==> src/rtl/thr_pkg.sv <==
package thr_pkg;

    typedef enum logic [0:0] {
        ST_FREE     = 1'b0,
        ST_THROTTLE = 1'b1
    } thr_state_e;

    localparam int unsigned NUM_SETTINGS = 4;
    localparam logic [1:0] A_WIN_LEN  = 2'd0;
    localparam logic [1:0] A_GLOB_LIM = 2'd1;
    localparam logic [1:0] A_LO_CAP   = 2'd2;
    localparam logic [1:0] A_HI_CAP   = 2'd3;

endpackage

==> src/rtl/thr_cfg.sv <==
module thr_cfg
    import thr_pkg::*;
#(
    parameter int unsigned DATA_W   = 16,
    parameter int unsigned WR_GAP   = 80,
    parameter int unsigned WR_LAT   = 40,
    parameter int unsigned WIN_RST  = 64,
    parameter int unsigned GLOB_RST = 8,
    parameter int unsigned LO_RST   = 2,
    parameter int unsigned HI_RST   = 4
) (
    input  logic              clk,
    input  logic              rst_n,
    input  logic              cfg_wr,
    input  logic [1:0]        cfg_addr,
    input  logic [DATA_W-1:0] cfg_data,
    output logic [DATA_W-1:0] win_len,
    output logic [DATA_W-1:0] glob_lim,
    output logic [DATA_W-1:0] lo_cap,
    output logic [DATA_W-1:0] hi_cap,
    output logic              spacing_ok,
    output logic              cfg_busy,
    output logic              cfg_err
);
    localparam int unsigned GAP_W = $clog2(WR_GAP + 1);
    localparam logic [GAP_W-1:0] GAP_FULL = GAP_W'(WR_GAP);
    localparam logic [GAP_W-1:0] LAT_END  = GAP_W'(WR_LAT);
    localparam logic [DATA_W-1:0] RST_V [NUM_SETTINGS] = '{
        DATA_W'(WIN_RST), DATA_W'(GLOB_RST), DATA_W'(LO_RST), DATA_W'(HI_RST)
    };

    logic [GAP_W-1:0]  gap_q;
    logic [DATA_W-1:0] set_q [NUM_SETTINGS];
    logic              wr_take;

    // cycles since the last accepted write, held at WR_GAP once reached
    assign spacing_ok = (gap_q == GAP_FULL);
    assign wr_take    = cfg_wr && spacing_ok;
    assign cfg_busy   = (gap_q <= LAT_END);

    always_ff @(posedge clk) begin
        if (!rst_n) begin
            gap_q   <= GAP_FULL;
            cfg_err <= 1'b0;
        end else begin
            if (wr_take) begin
                gap_q <= GAP_W'(1);
            end else if (gap_q != GAP_FULL) begin
                gap_q <= gap_q + GAP_W'(1);
            end
            if (cfg_wr && !spacing_ok) begin
                cfg_err <= 1'b1;
            end
        end
    end

    for (genvar g = 0; g < NUM_SETTINGS; g++) begin : g_set
        always_ff @(posedge clk) begin
            if (!rst_n) begin
                set_q[g] <= RST_V[g];
            end else if (wr_take && (cfg_addr == 2'(g))) begin
                set_q[g] <= cfg_data;
            end
        end
    end

    assign win_len  = set_q[A_WIN_LEN];
    assign glob_lim = set_q[A_GLOB_LIM];
    assign lo_cap   = set_q[A_LO_CAP];
    assign hi_cap   = set_q[A_HI_CAP];

endmodule

==> src/rtl/thr_window.sv <==
module thr_window #(
    parameter int unsigned DATA_W = 16
) (
    input  logic              clk,
    input  logic              rst_n,
    input  logic [DATA_W-1:0] win_len,
    input  logic              act_fire,
    output logic              win_end,
    output logic [DATA_W-1:0] act_cnt,
    output logic [DATA_W-1:0] cnt_nxt
);
    localparam logic [DATA_W-1:0] CNT_MAX = '1;

    logic [DATA_W-1:0] win_q;
    logic [DATA_W-1:0] last_idx;

    // a zero length acts as one cycle
    assign last_idx = (win_len == '0) ? '0 : win_len - DATA_W'(1);
    assign win_end  = (win_q >= last_idx);
    assign cnt_nxt  = (act_fire && (act_cnt != CNT_MAX)) ? act_cnt + DATA_W'(1) : act_cnt;

    always_ff @(posedge clk) begin
        if (!rst_n) begin
            win_q   <= '0;
            act_cnt <= '0;
        end else if (win_end) begin
            win_q   <= '0;
            act_cnt <= '0;
        end else begin
            win_q   <= win_q + DATA_W'(1);
            act_cnt <= cnt_nxt;
        end
    end

endmodule

==> src/rtl/thr_ctrl.sv <==
module thr_ctrl
    import thr_pkg::*;
#(
    parameter int unsigned DATA_W = 16,
    parameter int unsigned SPAN   = 16,
    localparam int unsigned SPAN_W = $clog2(SPAN + 1)
) (
    input  logic              clk,
    input  logic              rst_n,
    input  logic              win_end,
    input  logic [DATA_W-1:0] cnt_nxt,
    input  logic [DATA_W-1:0] act_cnt,
    input  logic [DATA_W-1:0] glob_lim,
    input  logic [DATA_W-1:0] lo_cap,
    input  logic [DATA_W-1:0] hi_cap,
    input  logic              sel_high,
    output logic              act_grant,
    output logic              throttled,
    output logic [SPAN_W-1:0] span_cnt
);
    localparam logic [SPAN_W-1:0] SPAN_LAST = SPAN_W'(SPAN - 1);

    thr_state_e        state_q, state_d;
    logic [SPAN_W-1:0] span_d;
    logic              over;
    logic [DATA_W-1:0] cap;

    assign over = (cnt_nxt > glob_lim);

    always_ff @(posedge clk) begin
        if (!rst_n) begin
            state_q  <= ST_FREE;
            span_cnt <= '0;
        end else begin
            state_q  <= state_d;
            span_cnt <= span_d;
        end
    end

    always_comb begin
        state_d = state_q;
        span_d  = span_cnt;
        unique case (state_q)
            ST_FREE: begin
                if (win_end && over) begin      // enter
                    state_d = ST_THROTTLE;
                    span_d  = '0;
                end
            end
            ST_THROTTLE: begin
                if (win_end) begin
                    if (span_cnt == SPAN_LAST) begin
                        span_d = '0;
                        if (!over) begin        // release
                            state_d = ST_FREE;
                        end                     // else restart
                    end else begin              // advance
                        span_d = span_cnt + SPAN_W'(1);
                    end
                end
            end
        endcase
    end

    always_comb begin
        cap       = sel_high ? hi_cap : lo_cap;
        throttled = (state_q == ST_THROTTLE);
        act_grant = !throttled || (act_cnt < cap);
    end

endmodule

==> src/rtl/act_throttle.sv <==
module act_throttle #(
    parameter int unsigned DATA_W   = 16,
    parameter int unsigned SPAN     = 16,
    parameter int unsigned WR_GAP   = 80,
    parameter int unsigned WR_LAT   = 40,
    parameter int unsigned WIN_RST  = 64,
    parameter int unsigned GLOB_RST = 8,
    parameter int unsigned LO_RST   = 2,
    parameter int unsigned HI_RST   = 4
) (
    input  logic              clk,
    input  logic              rst_n,
    input  logic              act_req,
    input  logic              sel_high,
    input  logic              cfg_wr,
    input  logic [1:0]        cfg_addr,
    input  logic [DATA_W-1:0] cfg_data,
    output logic              act_grant,
    output logic              throttled,
    output logic              cfg_busy,
    output logic              cfg_err
);
    localparam int unsigned SPAN_W = $clog2(SPAN + 1);

    logic [DATA_W-1:0] win_len, glob_lim, lo_cap, hi_cap;
    logic [DATA_W-1:0] act_cnt, cnt_nxt;
    logic [SPAN_W-1:0] span_cnt;
    logic              win_end, wr_ok, act_fire;

    assign act_fire = act_req && act_grant;

    thr_cfg #(
        .DATA_W(DATA_W), .WR_GAP(WR_GAP), .WR_LAT(WR_LAT),
        .WIN_RST(WIN_RST), .GLOB_RST(GLOB_RST), .LO_RST(LO_RST), .HI_RST(HI_RST)
    ) u_cfg (
        .clk(clk), .rst_n(rst_n), .cfg_wr(cfg_wr), .cfg_addr(cfg_addr),
        .cfg_data(cfg_data), .win_len(win_len), .glob_lim(glob_lim),
        .lo_cap(lo_cap), .hi_cap(hi_cap), .spacing_ok(wr_ok),
        .cfg_busy(cfg_busy), .cfg_err(cfg_err)
    );

    thr_window #(.DATA_W(DATA_W)) u_win (
        .clk(clk), .rst_n(rst_n), .win_len(win_len), .act_fire(act_fire),
        .win_end(win_end), .act_cnt(act_cnt), .cnt_nxt(cnt_nxt)
    );

    thr_ctrl #(.DATA_W(DATA_W), .SPAN(SPAN)) u_ctrl (
        .clk(clk), .rst_n(rst_n), .win_end(win_end), .cnt_nxt(cnt_nxt),
        .act_cnt(act_cnt), .glob_lim(glob_lim), .lo_cap(lo_cap),
        .hi_cap(hi_cap), .sel_high(sel_high), .act_grant(act_grant),
        .throttled(throttled), .span_cnt(span_cnt)
    );

endmodule

==> config.mk <==
export PLATFORM = sky130hd
export DESIGN_NAME = act_throttle
export DESIGN_NICKNAME = d
export VERILOG_FILES = /design/src/rtl/thr_pkg.sv /design/src/rtl/thr_cfg.sv /design/src/rtl/thr_window.sv /design/src/rtl/thr_ctrl.sv /design/src/rtl/act_throttle.sv
export SDC_FILE = /design/constraint.sdc
export NUM_CORES = 1
export LEC_CHECK = 0
export ABC_AREA = 1
export CAP_MARGIN = 10
export CORE_UTILIZATION = 35
export CTS_CLUSTER_DIAMETER = 200
export CTS_CLUSTER_SIZE = 24
export DETAILED_ROUTE_END_ITERATION = 8
export DONT_BUFFER_PORTS = 1
export PLACE_DENSITY = 0.5
export REMOVE_ABC_BUFFERS = 1
export SLEW_MARGIN = 10
export SYNTH_ARGS = -nofsm -noshare
export SYNTH_HDL_FRONTEND = slang
export SYNTH_SLANG_ARGS = --single-unit
==> constraint.sdc <==
create_clock -name clk -period 4.9 [get_ports clk]
set_clock_uncertainty 0.15 [all_clocks]
set_input_delay 0.98 -clock clk [delete_from_list [all_inputs] [get_ports clk]]
set_output_delay 0.98 -clock clk [all_outputs]
set_load 0.02 [all_outputs]
==> results of run 1 <==
## state kept, by name, summed over array words and instances, names as in the netlist
register	cells
u_win.win_q	16
u_ctrl.throttled	1
u_ctrl.span_cnt	5
u_win.act_cnt	16
u_cfg.gap_q	7
u_cfg.set_q	64
u_cfg.cfg_err	1
## layer usage
layer / vias up / global-route usage (%)
met3: 12 / 3.25
met4: 0 / 4.74
met2: 56 / 24.4
met5: - / 0
li1: 2579 / -
met1: 2136 / 21.7
## power groups by stage
stage          sequential (W)  combinational [W]  clock [W]
3_3_place_gp          0.00114           0.000390          0
4_1_cts               0.00111           0.000394   0.000807
5_1_grt               0.00112           0.000452   0.000835
6_report              0.00111           0.000383   0.000783
3_5_place_dp          0.00113           0.000392          0
2_1_floorplan         0.00112           0.000304          0
## logic make-up after synthesis
family | after synthesis
adders and majority gates | 53
AOI/OAI and AO/OA | 60
and+or+nand+nor | 387
buffers and inverters | 151
muxes | 15
xor gates and xnor gates | 23
DFF | 110
## final cells by class
type,instances,area (um2),share of cell area [%]
multi-input cells,538,3120,44.0
flip-flops and latches,110,2840,40.1
inverters,135,507,7.15
well taps,229,287,4.04
clock buffers,13,280,3.95
clock inverters,3,40.0,0.565
repair buffers,2,15.0,0.212
## worst max path at each step
stage / from / cells past startpoint / to / slack (ps)
after floorplan: sel_high / 22 / u_ctrl.span_cnt[2] / 1080
after global placement: sel_high / 26 / u_ctrl.span_cnt[3] / 550
after detailed placement: sel_high / 26 / u_ctrl.span_cnt[3] / 490
after CTS: sel_high / 26 / u_ctrl.span_cnt[3] / 880
after global routing: u_cfg.set_q[0][0] / 21 / u_win.act_cnt[9] / 390
final: sel_high / 26 / u_ctrl.span_cnt[2] / 920
## layout by cell type, fill, tap and decap left out, types with 22 or more instances in the layout
| cell type | instances |
|---|---|
| sky130_fd_sc_hd__nor2_1 | 132 |
| sky130_fd_sc_hd__nand2_2 | 22 |
| sky130_fd_sc_hd__edfxtp_1 | 64 |
| sky130_fd_sc_hd__nand2_1 | 121 |
| sky130_fd_sc_hd__nand3_1 | 36 |
| sky130_fd_sc_hd__a21oi_1 | 33 |
| sky130_fd_sc_hd__dfxtp_1 | 46 |
| sky130_fd_sc_hd__o21ai_0 | 22 |
| sky130_fd_sc_hd__ha_1 | 53 |
| sky130_fd_sc_hd__inv_1 | 130 |
## worst max-delay path: stages
cell and delay (ps):
sky130_fd_sc_hd__mux2i_1 170, sky130_fd_sc_hd__ha_1 260, sky130_fd_sc_hd__a21oi_1 130, sky130_fd_sc_hd__nor2_1 50, sky130_fd_sc_hd__a211oi_1 170, sky130_fd_sc_hd__nand2_1 110, sky130_fd_sc_hd__nand2_1 60, sky130_fd_sc_hd__nand2_1 80
sky130_fd_sc_hd__nand2_4 240, sky130_fd_sc_hd__nand3_4 260, sky130_fd_sc_hd__nand2_2 120, sky130_fd_sc_hd__nand2_2 60, sky130_fd_sc_hd__inv_1 50, sky130_fd_sc_hd__ha_1 230, sky130_fd_sc_hd__nand2_1 60, sky130_fd_sc_hd__inv_1 30
sky130_fd_sc_hd__nor2_1 70, sky130_fd_sc_hd__o21ai_0 80, sky130_fd_sc_hd__a21oi_1 220, sky130_fd_sc_hd__nand2_1 120, sky130_fd_sc_hd__nand2_1 70, sky130_fd_sc_hd__nand2_1 40, sky130_fd_sc_hd__nand2_1 140, sky130_fd_sc_hd__inv_1 90
sky130_fd_sc_hd__nor2_1 100, sky130_fd_sc_hd__nor2_1 50
## metrics by stage
stage                     instances  total power [W]  utilization (%)
after floorplan                 783          0.00142                -
after CTS                      1030          0.00231             38.9
final                          1030          0.00228             38.9
after global routing           1030          0.00241             38.9
after detailed placement       1014          0.00153             37.2
after global placement         1014          0.00153             37.2
==> qor.json, run 1 <==
{
  "power.net_switching": {"value": 0.000635, "unit": "W"},
  "die-area": {"value": 19400, "unit": "um2"},
  "cts.root.buffer_cell": {"value": "sky130_fd_sc_hd__clkbuf_16"},
  "gr-total-overflow": {"value": 0},
  "synthesis.yosys.warnings": {"value": 0},
  "synth-compound-area-share": {"value": 4.81, "unit": "%"},
  "grt_antenna_before_repair": {"value": 0},
  "static-leakage-power": {"value": 3.24, "unit": "nW"},
  "hold_violations_final": {"value": 0},
  "dieHeight": {"value": 139, "unit": "um"},
  "core.rowCount": {"value": 49},
  "setup_total_negative_slack": {"value": 0, "unit": "ps"},
  "sw_frac_of_total": {"value": 27.9, "unit": "%"},
  "synth_xor_area_share": {"value": 3.06, "unit": "%"},
  "outcome": {"value": "finished, violations left"},
  "r2r_end": {"value": "u_win.act_cnt[9]"},
  "synth_edf_count": {"value": 64},
  "remaining_routing_drc_violations": {"value": 2},
  "ys_top_cells_by_count": {"value": "sky130_fd_sc_hd__nor2_1 (132), sky130_fd_sc_hd__inv_1 (130), sky130_fd_sc_hd__nand2_1 (121)"},
  "layout_setup_ws": {"value": 920, "unit": "ps"},
  "power_density": {"value": 321, "unit": "nW/um2"},
  "data_required_time_of_the_worst_path": {"value": 5000, "unit": "ps"},
  "yosys.cell_count.top_type": {"value": "sky130_fd_sc_hd__nor2_1"},
  "min-delay-path-class": {"value": "flip-flop to flip-flop"},
  "synth_top_family_by_area": {"value": "simple AND/OR/NAND/NOR gates"},
  "routed-wl-met2": {"value": 6280, "unit": "um"},
  "cts_inserted_buffers": {"value": 9},
  "clock-sinks": {"value": 110},
  "hold_buffers": {"value": 0},
  "clockPowerShare": {"value": 34.4, "unit": "%"},
  "cts.repair_timing.setup_buffer_count": {"value": 0},
  "post_route_cells_drive_above_1_share": {"value": 9.61, "unit": "%"},
  "intPower": {"value": 0.00164, "unit": "W"},
  "netlist-cell-type-count": {"value": 38},
  "synthesis.area_per_instance": {"value": 8.24, "unit": "um2"},
  "reg2reg_setup_slack": {"value": 970, "unit": "ps"},
  "hold_end": {"value": "u_ctrl.span_cnt[4]"},
  "worst_hold_startpoint": {"value": "u_ctrl.span_cnt[4]"},
  "maximum_number_of_pins_on_one_net_before_global_route_repair": {"value": 20},
  "drt-initial-drc-count": {"value": 241},
  "worstSkewPairLatency": {"value": 360, "unit": "ps"},
  "ios": {"value": 27},
  "maxCapViolations": {"value": 0},
  "period_share": {"value": 81.2, "unit": "%"},
  "post_cts_resized": {"value": 0},
  "setup.worst_path.start_class": {"value": "input pin"},
  "min_delay_path_depth": {"value": 2},
  "share_seq_of_total_power": {"value": 48.8, "unit": "%"},
  "start_util": {"value": 36.2, "unit": "%"},
  "synth-main-ff-cell": {"value": "sky130_fd_sc_hd__edfxtp_1"},
  "route.detailed.wl_per_inst": {"value": 13.9, "unit": "um"},
  "dp_hpwl": {"value": 10900, "unit": "um"},
  "vias_per_cell": {"value": 4.64},
  "clkSlewWorstSetupHoldPaths": {"value": 70, "unit": "ps"},
  "worst_hold_slack": {"value": 312, "unit": "ps"},
  "dr.pass1.iters": {"value": 6},
  "worst_pin_slew": {"value": 789, "unit": "ps"},
  "synth_seq_area_share": {"value": 43.2, "unit": "%"},
  "achievable_clock_frequency": {"value": 251, "unit": "MHz"},
  "place_congestion": {"value": 0.783},
  "time_the_worst_path_needs_with_i_o_delays_and_setup": {"value": 3980, "unit": "ps"},
  "end_kind": {"value": "flip-flop"},
  "grt_pass1_wl": {"value": 23600, "unit": "um"},
  "worstSetupPathType": {"value": "input pin to flip-flop"},
  "synth_seq_cells": {"value": 110},
  "drt.antenna.violating_nets": {"value": 0},
  "crit_path_max_fanout": {"value": 19},
  "yosys.area.top_type_share": {"value": 29.2, "unit": "%"},
  "failed_checks": {"value": "design-rule violations"},
  "cts.htree.levels": {"value": 3},
  "totalWireLength": {"value": 14300, "unit": "um"},
  "p_r_area_growth_vs_syn": {"value": 7.64, "unit": "%"},
  "cts_max_path_buffers": {"value": 2},
  "setup_viol_count_final": {"value": 0},
  "post_synth_mux_area_share": {"value": 2.28, "unit": "%"},
  "global_route.usage.total": {"value": 15.6, "unit": "%"},
  "route.vias.total": {"value": 4783},
  "final_nets": {"value": 872},
  "synth-adder-area-share": {"value": 10.1, "unit": "%"},
  "detailed_place.area": {"value": 6770, "unit": "um2"},
  "met3RoutedLength": {"value": 459, "unit": "um"},
  "tritoncts": {"value": "yes"},
  "worst_r2r_startpoint": {"value": "u_cfg.set_q[0][2]"},
  "synth.cell_area": {"value": 6580, "unit": "um2"},
  "routed.top_layer": {"value": "met4"},
  "timing.final.max_slew_violations": {"value": 0},
  "critPathArrivalTime": {"value": 4080, "unit": "ps"},
  "post_synth_inst_count": {"value": 799},
  "postSynth.asyncResetShare": {"value": 0, "unit": "%"},
  "ys_top_cells_by_area": {"value": "sky130_fd_sc_hd__edfxtp_1 (29%), sky130_fd_sc_hd__dfxtp_1 (14%), sky130_fd_sc_hd__ha_1 (10%)"},
  "grt_setup_unrepaired": {"value": "no"},
  "core_area": {"value": 18200, "unit": "um2"},
  "die_span_x": {"value": 139, "unit": "um"},
  "dp_slack": {"value": 489, "unit": "ps"},
  "drt-met1-wl": {"value": 7380, "unit": "um"},
  "ff2ff_path_depth": {"value": 16},
  "netlist.top_cell.by_area": {"value": "sky130_fd_sc_hd__edfxtp_1"},
  "vdd_drop_max": {"value": 0.165, "unit": "mV"},
  "portBuffers": {"value": 0},
  "pwr-share-comb": {"value": 16.8, "unit": "%"},
  "layout.cell_area.non_filler": {"value": 7090, "unit": "um2"},
  "diodes": {"value": 0},
  "normalized_max_slew_margin": {"value": 47.3, "unit": "%"},
  "post_synth_and_or_nand_nor_area_fraction": {"value": 27.1, "unit": "%"},
  "layout.filler_cells": {"value": 1869},
  "first_global_vias": {"value": 4626}
}
No activity file was read; power rests on OpenSTA's default activity.
==> run 2: changes to the inputs <==
--- a/config.mk
+++ b/config.mk
@@ -12,7 +12,7 @@
 export CTS_CLUSTER_SIZE = 24
 export DETAILED_ROUTE_END_ITERATION = 8
 export DONT_BUFFER_PORTS = 1
-export PLACE_DENSITY = 0.5
+export PLACE_DENSITY = 0.52
 export REMOVE_ABC_BUFFERS = 1
 export SLEW_MARGIN = 10
 export SYNTH_ARGS = -nofsm -noshare
==> constraint.sdc (replaced) <==
create_clock -name clk -period 3.4 [get_ports clk]
set_clock_uncertainty 0.15 [all_clocks]
set_input_delay 0.68 -clock clk [delete_from_list [all_inputs] [get_ports clk]]
set_output_delay 0.68 -clock clk [all_outputs]
set_load 0.02 [all_outputs]
==> run 2 against run 1 <==
Against the previous run:
- the run ends with design-rule violations, negative setup slack left
- sequential cell count stayed put
- sequential power is 43% higher
- sequential share of layout area shrank 3.6 points
- setup slack worse by 950 ps
- critical endpoint is now u_ctrl.span_cnt[4]
==> qor.json, run 2 (synthesis gave the netlist of run 1 again) <==
{
  "setup_viol_count_final": {"value": 4, "change": "+4"},
  "static-leakage-power": {"value": 3.54, "unit": "nW", "change": "+9.1%"},
  "cts.htree.levels": {"value": 3, "change": "unchanged"},
  "start_util": {"value": 36.2, "unit": "%", "change": "unchanged"},
  "final_nets": {"value": 931, "change": "+6.8%"},
  "crit_path_max_fanout": {"value": 6, "change": "-13"},
  "dieHeight": {"value": 139, "unit": "um", "change": "unchanged"},
  "final_common_cell": {"value": "sky130_fd_sc_hd__nor2_1"},
  "hold_violations_final": {"value": 0, "change": "unchanged"},
  "routed.top_layer": {"value": "met4"},
  "layout_setup_ws": {"value": -33.4, "unit": "ps", "change": "-953 ps"},
  "route.detailed.wl_per_inst": {"value": 13.6, "unit": "um", "change": "-2.2%"},
  "time_the_worst_path_needs_with_i_o_delays_and_setup": {"value": 3430, "unit": "ps"},
  "dp_slack": {"value": -601, "unit": "ps", "change": "-1090 ps"},
  "drt.antenna.violating_nets": {"value": 0, "change": "unchanged"},
  "share_seq_of_total_power": {"value": 47.9, "unit": "%", "change": "-0.9 points"},
  "worstSkewPairLatency": {"value": 360, "unit": "ps", "change": "about the same"},
  "maxCapViolations": {"value": 0, "change": "unchanged"},
  "global_route.usage.total": {"value": 15.7, "unit": "%", "change": "+0.094 points"},
  "registers.top_by_ff_count": {"value": "u_cfg.set_q"},
  "crit_slowest_cell": {"value": "sky130_fd_sc_hd__edfxtp_1"},
  "place_congestion": {"value": 0.808, "change": "+3.2%"},
  "intPower": {"value": 0.00233, "unit": "W", "change": "+42%"},
  "critPathArrivalTime": {"value": 3540, "unit": "ps", "change": "-540 ps"},
  "gr-total-overflow": {"value": 0, "change": "unchanged"},
  "power_density": {"value": 428, "unit": "nW/um2", "change": "+33%"},
  "remaining_routing_drc_violations": {"value": 3, "change": "+1"},
  "critPathMaxStageDelay": {"value": 360, "unit": "ps", "change": "+100 ps"},
  "cts_max_path_buffers": {"value": 2, "change": "unchanged"},
  "cts_inserted_buffers": {"value": 9, "change": "unchanged"},
  "p_r_area_growth_vs_syn": {"value": 18.2, "unit": "%"},
  "diodes": {"value": 0, "change": "unchanged"},
  "dr.pass1.iters": {"value": 8, "change": "+2"},
  "routed-wl-met2": {"value": 6810, "unit": "um", "change": "+8.4%"},
  "clkSlewWorstSetupHoldPaths": {"value": 70, "unit": "ps", "change": "about the same"},
  "outcome": {"value": "finished, violations left"},
  "top_regs": {"value": "u_cfg.set_q x64, u_win.act_cnt x16, u_win.win_q x16"},
  "die-area": {"value": 19400, "unit": "um2", "change": "unchanged"},
  "worstSetupPathType": {"value": "flip-flop to flip-flop"},
  "normalized_max_slew_margin": {"value": 48.7, "unit": "%", "change": "+1.4 points"},
  "vias_per_cell": {"value": 4.68, "change": "+0.87%"},
  "post_route_cells_drive_above_1_share": {"value": 21.5, "unit": "%", "change": "+12 points"},
  "achievable_clock_frequency": {"value": 291, "unit": "MHz"},
  "totalWireLength": {"value": 14800, "unit": "um", "change": "+3.4%"},
  "number_of_cells_on_the_critical_path": {"value": 26, "change": "unchanged"},
  "first_global_vias": {"value": 4811, "change": "+4.0%"},
  "drt-initial-drc-count": {"value": 292, "change": "+21%"},
  "critical_path.most_common_cell": {"value": "sky130_fd_sc_hd__nand2_2"},
  "period_share": {"value": 101, "unit": "%"},
  "vdd_drop_max": {"value": 0.260, "unit": "mV", "change": "+57%"},
  "pwr-share-comb": {"value": 21.3, "unit": "%", "change": "+4.5 points"},
  "setup.worst_path.start_class": {"value": "flip-flop"},
  "drt-met1-wl": {"value": 7300, "unit": "um", "change": "-1.2%"},
  "final_cell_mix": {"value": "sky130_fd_sc_hd__nor2_1 (128), sky130_fd_sc_hd__inv_1 (119), sky130_fd_sc_hd__nand2_1 (109)"},
  "failed_checks": {"value": "design-rule violations, negative setup slack"},
  "min_delay_path_depth": {"value": 1, "change": "-1"},
  "cts.root.buffer_cell": {"value": "sky130_fd_sc_hd__clkbuf_16"},
  "core_area": {"value": 18200, "unit": "um2", "change": "unchanged"},
  "timing.final.max_slew_violations": {"value": 0, "change": "unchanged"},
  "end_kind": {"value": "flip-flop"},
  "tritoncts": {"value": "yes"},
  "ios": {"value": 27, "change": "unchanged"},
  "maximum_number_of_pins_on_one_net_before_global_route_repair": {"value": 19, "change": "-5.0%"},
  "min-delay-path-class": {"value": "input pin to flip-flop"},
  "portBuffers": {"value": 0, "change": "unchanged"},
  "dp_hpwl": {"value": 11100, "unit": "um", "change": "+1.9%"},
  "ff2ff_path_depth": {"value": 26, "change": "+10"},
  "sw_frac_of_total": {"value": 30.1, "unit": "%", "change": "+2.2 points"},
  "detailed_place.area": {"value": 7120, "unit": "um2", "change": "+5.3%"},
  "hold_buffers": {"value": 0, "change": "unchanged"},
  "met3RoutedLength": {"value": 520, "unit": "um", "change": "+13%"},
  "data_required_time_of_the_worst_path": {"value": 3510, "unit": "ps", "change": "-1490 ps"},
  "power.net_switching": {"value": 0.00100, "unit": "W", "change": "+58%"},
  "grt_setup_unrepaired": {"value": "yes"},
  "route.vias.total": {"value": 5101, "change": "+6.6%"},
  "largest_reg_flops": {"value": 64, "change": "unchanged"},
  "clockPowerShare": {"value": 30.8, "unit": "%", "change": "-3.6 points"},
  "setup_total_negative_slack": {"value": -95.0, "unit": "ps", "change": "-95.0 ps"},
  "fin_util": {"value": 42.7, "unit": "%", "change": "+3.8 points"},
  "core.rowCount": {"value": 49, "change": "unchanged"},
  "die_span_x": {"value": 139, "unit": "um", "change": "unchanged"},
  "grt_pass1_wl": {"value": 23900, "unit": "um", "change": "+1.4%"},
  "layout.cell_area.non_filler": {"value": 7780, "unit": "um2", "change": "+9.8%"},
  "worst_pin_slew": {"value": 768, "unit": "ps", "change": "-20.5 ps"},
  "cp_top_family": {"value": "simple AND/OR/NAND/NOR gates"},
  "clock-sinks": {"value": 110, "change": "unchanged"},
  "critPathBufInv": {"value": 5, "change": "+2"},
  "total_power_consumption_of_the_routed_design": {"value": 0.00333, "unit": "W", "change": "+46%"},
  "grt_antenna_before_repair": {"value": 0, "change": "unchanged"}
}
## run 2: area by class of cell
class	count	area (um2)
Multi-Input combinational cell	539	3370
Timing Repair Buffer	60	493
Clock buffer	10	239
Fill cell	1808	10400
Sequential cell	110	2840
Inverter	135	507
Clock inverter	6	46.3
Tap cell	229	287
## run 2: final timing paths
check,end,from,slack (ps)
max reg2reg,u_ctrl.span_cnt[4],u_cfg.set_q[3][5],-30
min reg2reg,u_ctrl.span_cnt[4],u_ctrl.span_cnt[4],310
max,u_ctrl.span_cnt[4],u_cfg.set_q[3][5],-30
min,u_cfg.gap_q[4],rst_n,260
## run 2: per-stage QoR
step / hold WS, ps / std cells
floorplan: 279 / 783
global placement: 299 / 1060
detailed placement: 302 / 1060
CTS: 243 / 1085
global route: 239 / 1089
finish: 255 / 1089
## run 2: layer usage
metal  GRT usage [%]  vias up
met3            3.18       16
met4            4.39        0
met5               0        -
met2            25.5       66
met1            21.2     2316
li1                -     2703
## run 2: what timing repair did
action / 4_1_cts / 5_1_grt
resized for setup: 24 / 45
buffers inserted: 9 / 5
gates cloned: 1 / 0
pin swaps: 13 / 16
endpoints found under the setup margin: 6 / 31
## run 2: power groups by stage
stage	clock network (W)	registers (W)	logic, W
6_report	0.00103	0.00159	0.000708
2_1_floorplan	0	0.00161	0.000438
5_1_grt	0.00109	0.00161	0.000807
3_5_place_dp	0	0.00162	0.000611
4_1_cts	0.00105	0.00160	0.000643
3_3_place_gp	0	0.00163	0.000606
